[config.mk]
export PLATFORM = sky130hd
export DESIGN_NAME = pq_event_gate
export DESIGN_NICKNAME = d
export VERILOG_FILES = /design/src/rtl/pq_event_gate_pkg.sv /design/src/rtl/pq_event_cell.sv /design/src/rtl/pq_event_arb.sv /design/src/rtl/pq_event_gate.sv
export SDC_FILE = /design/constraint.sdc
export NUM_CORES = 1
export LEC_CHECK = 0
export BUFFER_PORTS_ARGS = -buffer_cell sky130_fd_sc_hd__buf_2
export CAP_MARGIN = 20
export CORE_ASPECT_RATIO = 1.4
export CORE_MARGIN = 2
export CORE_UTILIZATION = 55
export DETAILED_ROUTE_END_ITERATION = 7
export PLACE_DENSITY = 0.73
export SETUP_SLACK_MARGIN = 0.05
export SLEW_MARGIN = 20
export SYNTH_ARGS = -nofsm -noshare
export SYNTH_HDL_FRONTEND = slang
export SYNTH_SLANG_ARGS = --single-unit
[constraint.sdc]
create_clock -name clk -period 2.28 [get_ports clk]
set_clock_uncertainty 0.05 [all_clocks]
set_input_delay 0.114 -clock clk [delete_from_list [all_inputs] [get_ports clk]]
set_output_delay 0.114 -clock clk [all_outputs]
set_load 0.02 [all_outputs]
[src/rtl/pq_event_gate_pkg.sv]
package pq_event_gate_pkg;

  typedef enum logic [1:0] {
    PQ_IDLE   = 2'b00,
    PQ_OFF    = 2'b01,
    PQ_PEND   = 2'b10,
    PQ_QUEUED = 2'b11
  } pq_state_e;

  typedef enum logic [1:0] {
    OP_LOAD = 2'b00,
    OP_SET  = 2'b01,
    OP_EOI  = 2'b10,
    OP_PEEK = 2'b11
  } pq_op_e;

  localparam pq_state_e PQ_RESET = PQ_OFF;

endpackage

[src/rtl/pq_event_cell.sv]
module pq_event_cell
  import pq_event_gate_pkg::*;
(
  input  logic       clk,
  input  logic       rst_n,
  input  logic       mmio_hit,
  input  logic [1:0] mmio_op,
  input  logic [1:0] mmio_wdata,
  input  logic       trig_hit,
  output pq_state_e  state_q,
  output logic       trig_notify,
  output logic       replay_now
);

  pq_state_e state_mid;
  pq_state_e state_d;
  logic      upd_en;

  // Register operation first, then the trigger on its result.
  always_comb begin
    state_mid  = state_q;
    replay_now = 1'b0;
    if (mmio_hit) begin
      unique case (pq_op_e'(mmio_op))
        OP_SET: state_mid = pq_state_e'(mmio_wdata);
        OP_EOI: begin
          if (state_q == PQ_PEND) begin
            state_mid = PQ_IDLE;
          end else if (state_q == PQ_QUEUED) begin
            state_mid  = PQ_PEND;
            replay_now = 1'b1;
          end
        end
        default: state_mid = state_q;
      endcase
    end

    state_d     = state_mid;
    trig_notify = 1'b0;
    if (trig_hit) begin
      unique case (state_mid)
        PQ_IDLE: begin
          state_d     = PQ_PEND;
          trig_notify = 1'b1;
        end
        PQ_PEND: state_d = PQ_QUEUED;
        default: state_d = state_mid;
      endcase
    end
  end

  assign upd_en = mmio_hit | trig_hit;

  always_ff @(posedge clk or negedge rst_n) begin
    if (!rst_n) begin
      state_q <= PQ_RESET;
    end else if (upd_en) begin
      state_q <= state_d;
    end
  end

endmodule

[src/rtl/pq_event_arb.sv]
module pq_event_arb #(
  parameter int NUM_REQ = 16,
  parameter int IDX_W   = 4
) (
  input  logic [NUM_REQ-1:0] req,
  input  logic               en,
  output logic               gnt_valid,
  output logic [IDX_W-1:0]   gnt_idx,
  output logic [NUM_REQ-1:0] gnt_oh
);

  logic               any_req;
  logic [IDX_W-1:0]   low_idx;
  logic [NUM_REQ-1:0] low_oh;

  // Descending scan: the last hit, the lowest index, wins.
  always_comb begin
    any_req = 1'b0;
    low_idx = '0;
    low_oh  = '0;
    for (int i = NUM_REQ - 1; i >= 0; i--) begin
      if (req[i]) begin
        any_req   = 1'b1;
        low_idx   = IDX_W'(i);
        low_oh    = '0;
        low_oh[i] = 1'b1;
      end
    end
  end

  assign gnt_valid = en & any_req;
  assign gnt_idx   = low_idx;
  assign gnt_oh    = en ? low_oh : '0;

endmodule

[src/rtl/pq_event_gate.sv]
module pq_event_gate
  import pq_event_gate_pkg::*;
#(
  parameter int NUM_SRC = 16,
  localparam int SRC_W  = (NUM_SRC > 1) ? $clog2(NUM_SRC) : 1
) (
  input  logic             clk,
  input  logic             rst_n,
  input  logic             trig_valid,
  input  logic [SRC_W-1:0] trig_src,
  input  logic             mmio_valid,
  input  logic [SRC_W-1:0] mmio_src,
  input  logic [1:0]       mmio_op,
  input  logic [1:0]       mmio_wdata,
  output logic [1:0]       mmio_rdata,
  output logic             notify_valid,
  output logic [SRC_W-1:0] notify_src
);

  logic [NUM_SRC-1:0][1:0] state_vec;
  logic [NUM_SRC-1:0]      trig_oh;
  logic [NUM_SRC-1:0]      mmio_oh;
  logic [NUM_SRC-1:0]      set_oh;
  logic [NUM_SRC-1:0]      trig_note_vec;
  logic [NUM_SRC-1:0]      replay_now_vec;
  logic [NUM_SRC-1:0]      replay_q;
  logic [NUM_SRC-1:0]      replay_d;
  logic [NUM_SRC-1:0]      replay_req;
  logic [NUM_SRC-1:0]      gnt_oh;
  logic                    gnt_valid;
  logic [SRC_W-1:0]        gnt_idx;
  logic                    trig_note;
  logic                    note_valid_d;
  logic [SRC_W-1:0]        note_src_d;
  logic                    mmio_in_range;

  for (genvar g = 0; g < NUM_SRC; g++) begin : g_src
    pq_state_e cell_state;

    assign trig_oh[g] = trig_valid && (int'(trig_src) == g);
    assign mmio_oh[g] = mmio_valid && (int'(mmio_src) == g);
    assign set_oh[g]  = mmio_oh[g] && (pq_op_e'(mmio_op) == OP_SET);

    pq_event_cell cell_i (
      .clk         (clk),
      .rst_n       (rst_n),
      .mmio_hit    (mmio_oh[g]),
      .mmio_op     (mmio_op),
      .mmio_wdata  (mmio_wdata),
      .trig_hit    (trig_oh[g]),
      .state_q     (cell_state),
      .trig_notify (trig_note_vec[g]),
      .replay_now  (replay_now_vec[g])
    );

    assign state_vec[g] = cell_state;
  end

  assign mmio_in_range = int'(mmio_src) < NUM_SRC;
  assign mmio_rdata    = (mmio_valid && mmio_in_range) ? state_vec[mmio_src] : 2'b00;

  assign trig_note  = |trig_note_vec;
  assign replay_req = (replay_q & ~set_oh) | replay_now_vec;

  pq_event_arb #(
    .NUM_REQ (NUM_SRC),
    .IDX_W   (SRC_W)
  ) arb_i (
    .req       (replay_req),
    .en        (!trig_note),
    .gnt_valid (gnt_valid),
    .gnt_idx   (gnt_idx),
    .gnt_oh    (gnt_oh)
  );

  always_comb begin
    replay_d     = replay_req & ~gnt_oh;
    note_valid_d = trig_note | gnt_valid;
    note_src_d   = trig_note ? trig_src : gnt_idx;
  end

  always_ff @(posedge clk or negedge rst_n) begin
    if (!rst_n) begin
      replay_q     <= '0;
      notify_valid <= 1'b0;
      notify_src   <= '0;
    end else begin
      replay_q     <= replay_d;
      notify_valid <= note_valid_d;
      if (note_valid_d) begin
        notify_src <= note_src_d;
      end
    end
  end

endmodule

==> metrics.yaml <==
global_route:
  gr-usage-all-layers_pct: 38.5
  grt_pass1_wl_mm: 22.9
  antenna_found_initial: 0
  grt_pass1_vias: 4640
  overflow: 0
  grt_max_degree: 32
synthesis:
  ys_seq_area_share_pct: 34.0
  synth.distinct_cells: 69
  syn-num-nets: 471
  synth-main-ff-cell: "dfrtp_1"
  postSynthCellCount: 453
  synth_edf_count: 0
  avgSynthCellArea_um2: 8.75
  yosysWarnings: 0
  ys_seq_elements: 53
  syn_area_um2: 3970
  async_flop_share_pct: 100
power_and_ir_drop:
  total_power_uw: 3620
  p_leak_uw: 0.00233
  power_density_nw_per_um2: 646
  ir_drop_uv: 643
cells_and_area:
  fin_area_um2: 5600
  final_util_pct: 80.3
  diodes: 0
  fin_nets: 623
  syn2layout_area_growth_pct: 41.3
  layout-drive-gt1-share_pct: 41.7
critical_path:
  critPathCaptureType: "flop"
  r2r_end: "replay_q[15]"
  r2r_slack_ns: 0.09
  r2r_cells: 9
  rr_startpoint: "g_src[7].cell_i.state_q[0]"
  worstPathRequired_ns: 2.42
  worstPathMaxFanout: 8
  critical_path_class: "primary input to flop"
  start_kind: "primary input"
  critical_path_arrival_ns: 2.41
worst_hold_path:
  hold_path_end: "g_src[3].cell_i.state_q[0]"
  hold_class: "primary input to flop"
  hold_depth: 3
  hp-start: "trig_src[0]"
clock_network:
  clkLatencyLatePin_ns: 0.33
  clk_pin_slew_ns: 0.11
  cts_buffers: 5
  cts_tree: "done"
  cts_root_buf: "clkbuf_8"
  htreeDepth: 2
  clock_path_buffers: 2
  cts_sinks: 53
die:
  num_rows: 36
  core_um2: 6980
  ios: 23
  die_area_um2: 7910
  die_h_um: 104
  initial_core_util_pct: 56.8
  fp.dieW_um: 75.8
flow_run:
  maxCapViolCount: 0
place:
  portBuffers: 22
  hpwl_mm: 11.4
  post_dp_cell_area_um2: 5140
  place_congestion: 1.04
sta:
  finalCriticalPeriod_ns: 2.27
  report.final.slew_viol_count: 0
  fmax_ghz: 0.440
  period_share_pct: 99.6
  setup_viol: 0
  final_hold_viol_count: 0
  slew_headroom_pct: 65.9
  rsz0062_at_grt: "true"
  worstMarginPinSlew_ns: 0.508
status:
  outcome: "complete, no violations"
routing:
  drtAntennaViolNets: 0
  wl_per_cell_um: 21.7
  vias: 4766
  drt_wl_total_mm: 15.2
  first_iter_violations: 514
  dr.pass1.iters: 5
  route.detailed.drc: 0
  detail_route.vias_per_cell: 6.80
## metrics by stage
stage	setup WS, ns	setup TNS, ns	std cells	hold slack, ns
2_1_floorplan	0.0523	0	453	-0.232
3_3_place_gp	-0.667	-11.05	677	0.0653
3_5_place_dp	-0.727	-11.75	677	0.0813
4_1_cts	0.0412	0	690	0.113
5_1_grt	-0.0367	-0.134	701	0.146
6_report	0.00974	0	701	0.123
## layer usage
layer / global-route usage [%] / vias up / share of wire (%)
li1: - / 2051 / -
met1: 44.5 / 2290 / 34
met2: 63.9 / 330 / 51
met3: 6.30 / 95 / 8.0
met4: 22.7 / 0 / 7.3
met5: 0 / - / 0
## how the worst max path moves through the flow
stage,start,end,slack [ns],cells after the start
finish,mmio_op[1],replay_q[15],0.01,12
global route,mmio_op[0],replay_q[15],-0.04,13
CTS,mmio_op[0],replay_q[15],0.04,13
detailed placement,mmio_op[0],replay_q[15],-0.73,12
global placement,mmio_op[0],replay_q[15],-0.67,12
floorplan,mmio_op[1],replay_q[10],0.05,9
## flip-flops by register name (all words and copies together), names as in the netlist
name and count:
g_src.cell_i.state_q 32, notify_valid 1, notify_src 4, replay_q 16
## power breakdown
part / total (uW) / switching [uW] / internal (uW)
combinational: 1530 / 753 / 773
sequential: 1540 / 285 / 1250
clock: 555 / 335 / 220
total: 3620 / 1370 / 2250
## cell type report
class                   count  area, um^2
well taps                  95         119
clock inverters             2        13.8
fillers                   463        1380
flip-flops and latches     53        1350
multi-input cells         363        2670
inverters                  11        43.8
repair buffers            171        1330
clock buffers               6        72.6
## synth_stat cells, types with 3 or more instances
cell,number,area (um^2)
nand2_1,63,236
dfrtp_1,37,926
nand3_1,35,175
nor2_1,27,101
o21ai_0,25,125
o31a_1,19,166
a32oi_1,18,158
dfstp_2,16,420
nand2b_1,15,93.8
a22oi_1,13,97.6
o31ai_1,13,97.6
nor2b_1,12,75.1
inv_1,11,41.3
a21oi_1,10,50.1
buf_2,10,50.1
clkbuf_1,10,37.5
mux4_2,10,225
a31oi_1,8,50.1
nor3_1,8,40.0
and2_1,7,43.8
nand3b_1,5,37.5
nand4_1,5,31.3
a22o_1,4,35.0
o211ai_1,4,30.0
buf_4,3,22.5
or3_1,3,18.8
## critical path, stage by stage
cell,delay [ns]
buf_2,0.13
ha_4,0.24
or4b_4,0.50
buf_6,0.15
nor2_4,0.11
a22oi_2,0.11
a32oi_1,0.17
nand4_1,0.20
buf_4,0.21
nor3_4,0.20
buf_6,0.16
a41oi_2,0.12
## kinds of logic (layout without fill, tap and decap cells)
logic type / Yosys count / count (layout) / synth area share (%)
AOI/OAI and AO/OA: 142 / 142 / 26.3
and+or+nand+nor: 206 / 206 / 28.1
adders and majority gates: 2 / 2 / 0.631
DFF: 53 / 53 / 34.0
muxes: 13 / 13 / 6.47
buffers and inverters: 37 / 190 / 4.48
## layout by cell type, fill, tap and decap left out, types with 10 or more instances in the layout
master | netlist | routed
buf_2 | 10 | 16
buf_6 | 2 | 11
dfstp_2 | 16 | 16
nor2_1 | 27 | 23
dfrtp_1 | 37 | 36
nor2b_1 | 12 | 12
nand2b_1 | 15 | 15
buf_4 | 3 | 138
o21ai_0 | 25 | 20
nand3_1 | 35 | 34
mux4_2 | 10 | 10
o31a_1 | 19 | 19
nand2_1 | 63 | 62
a22oi_1 | 13 | 10
a32oi_1 | 18 | 17
## what timing repair did
action / CTS / global route
hold endpoints to repair: 43 / 0
gates resized for setup: 20 / 46
buffers inserted: 10 / 11
hold buffers: 1 / 0
pin swaps: 19 / 23
setup endpoints to repair: 22 / 23
Power figures use the tool's default switching activity.
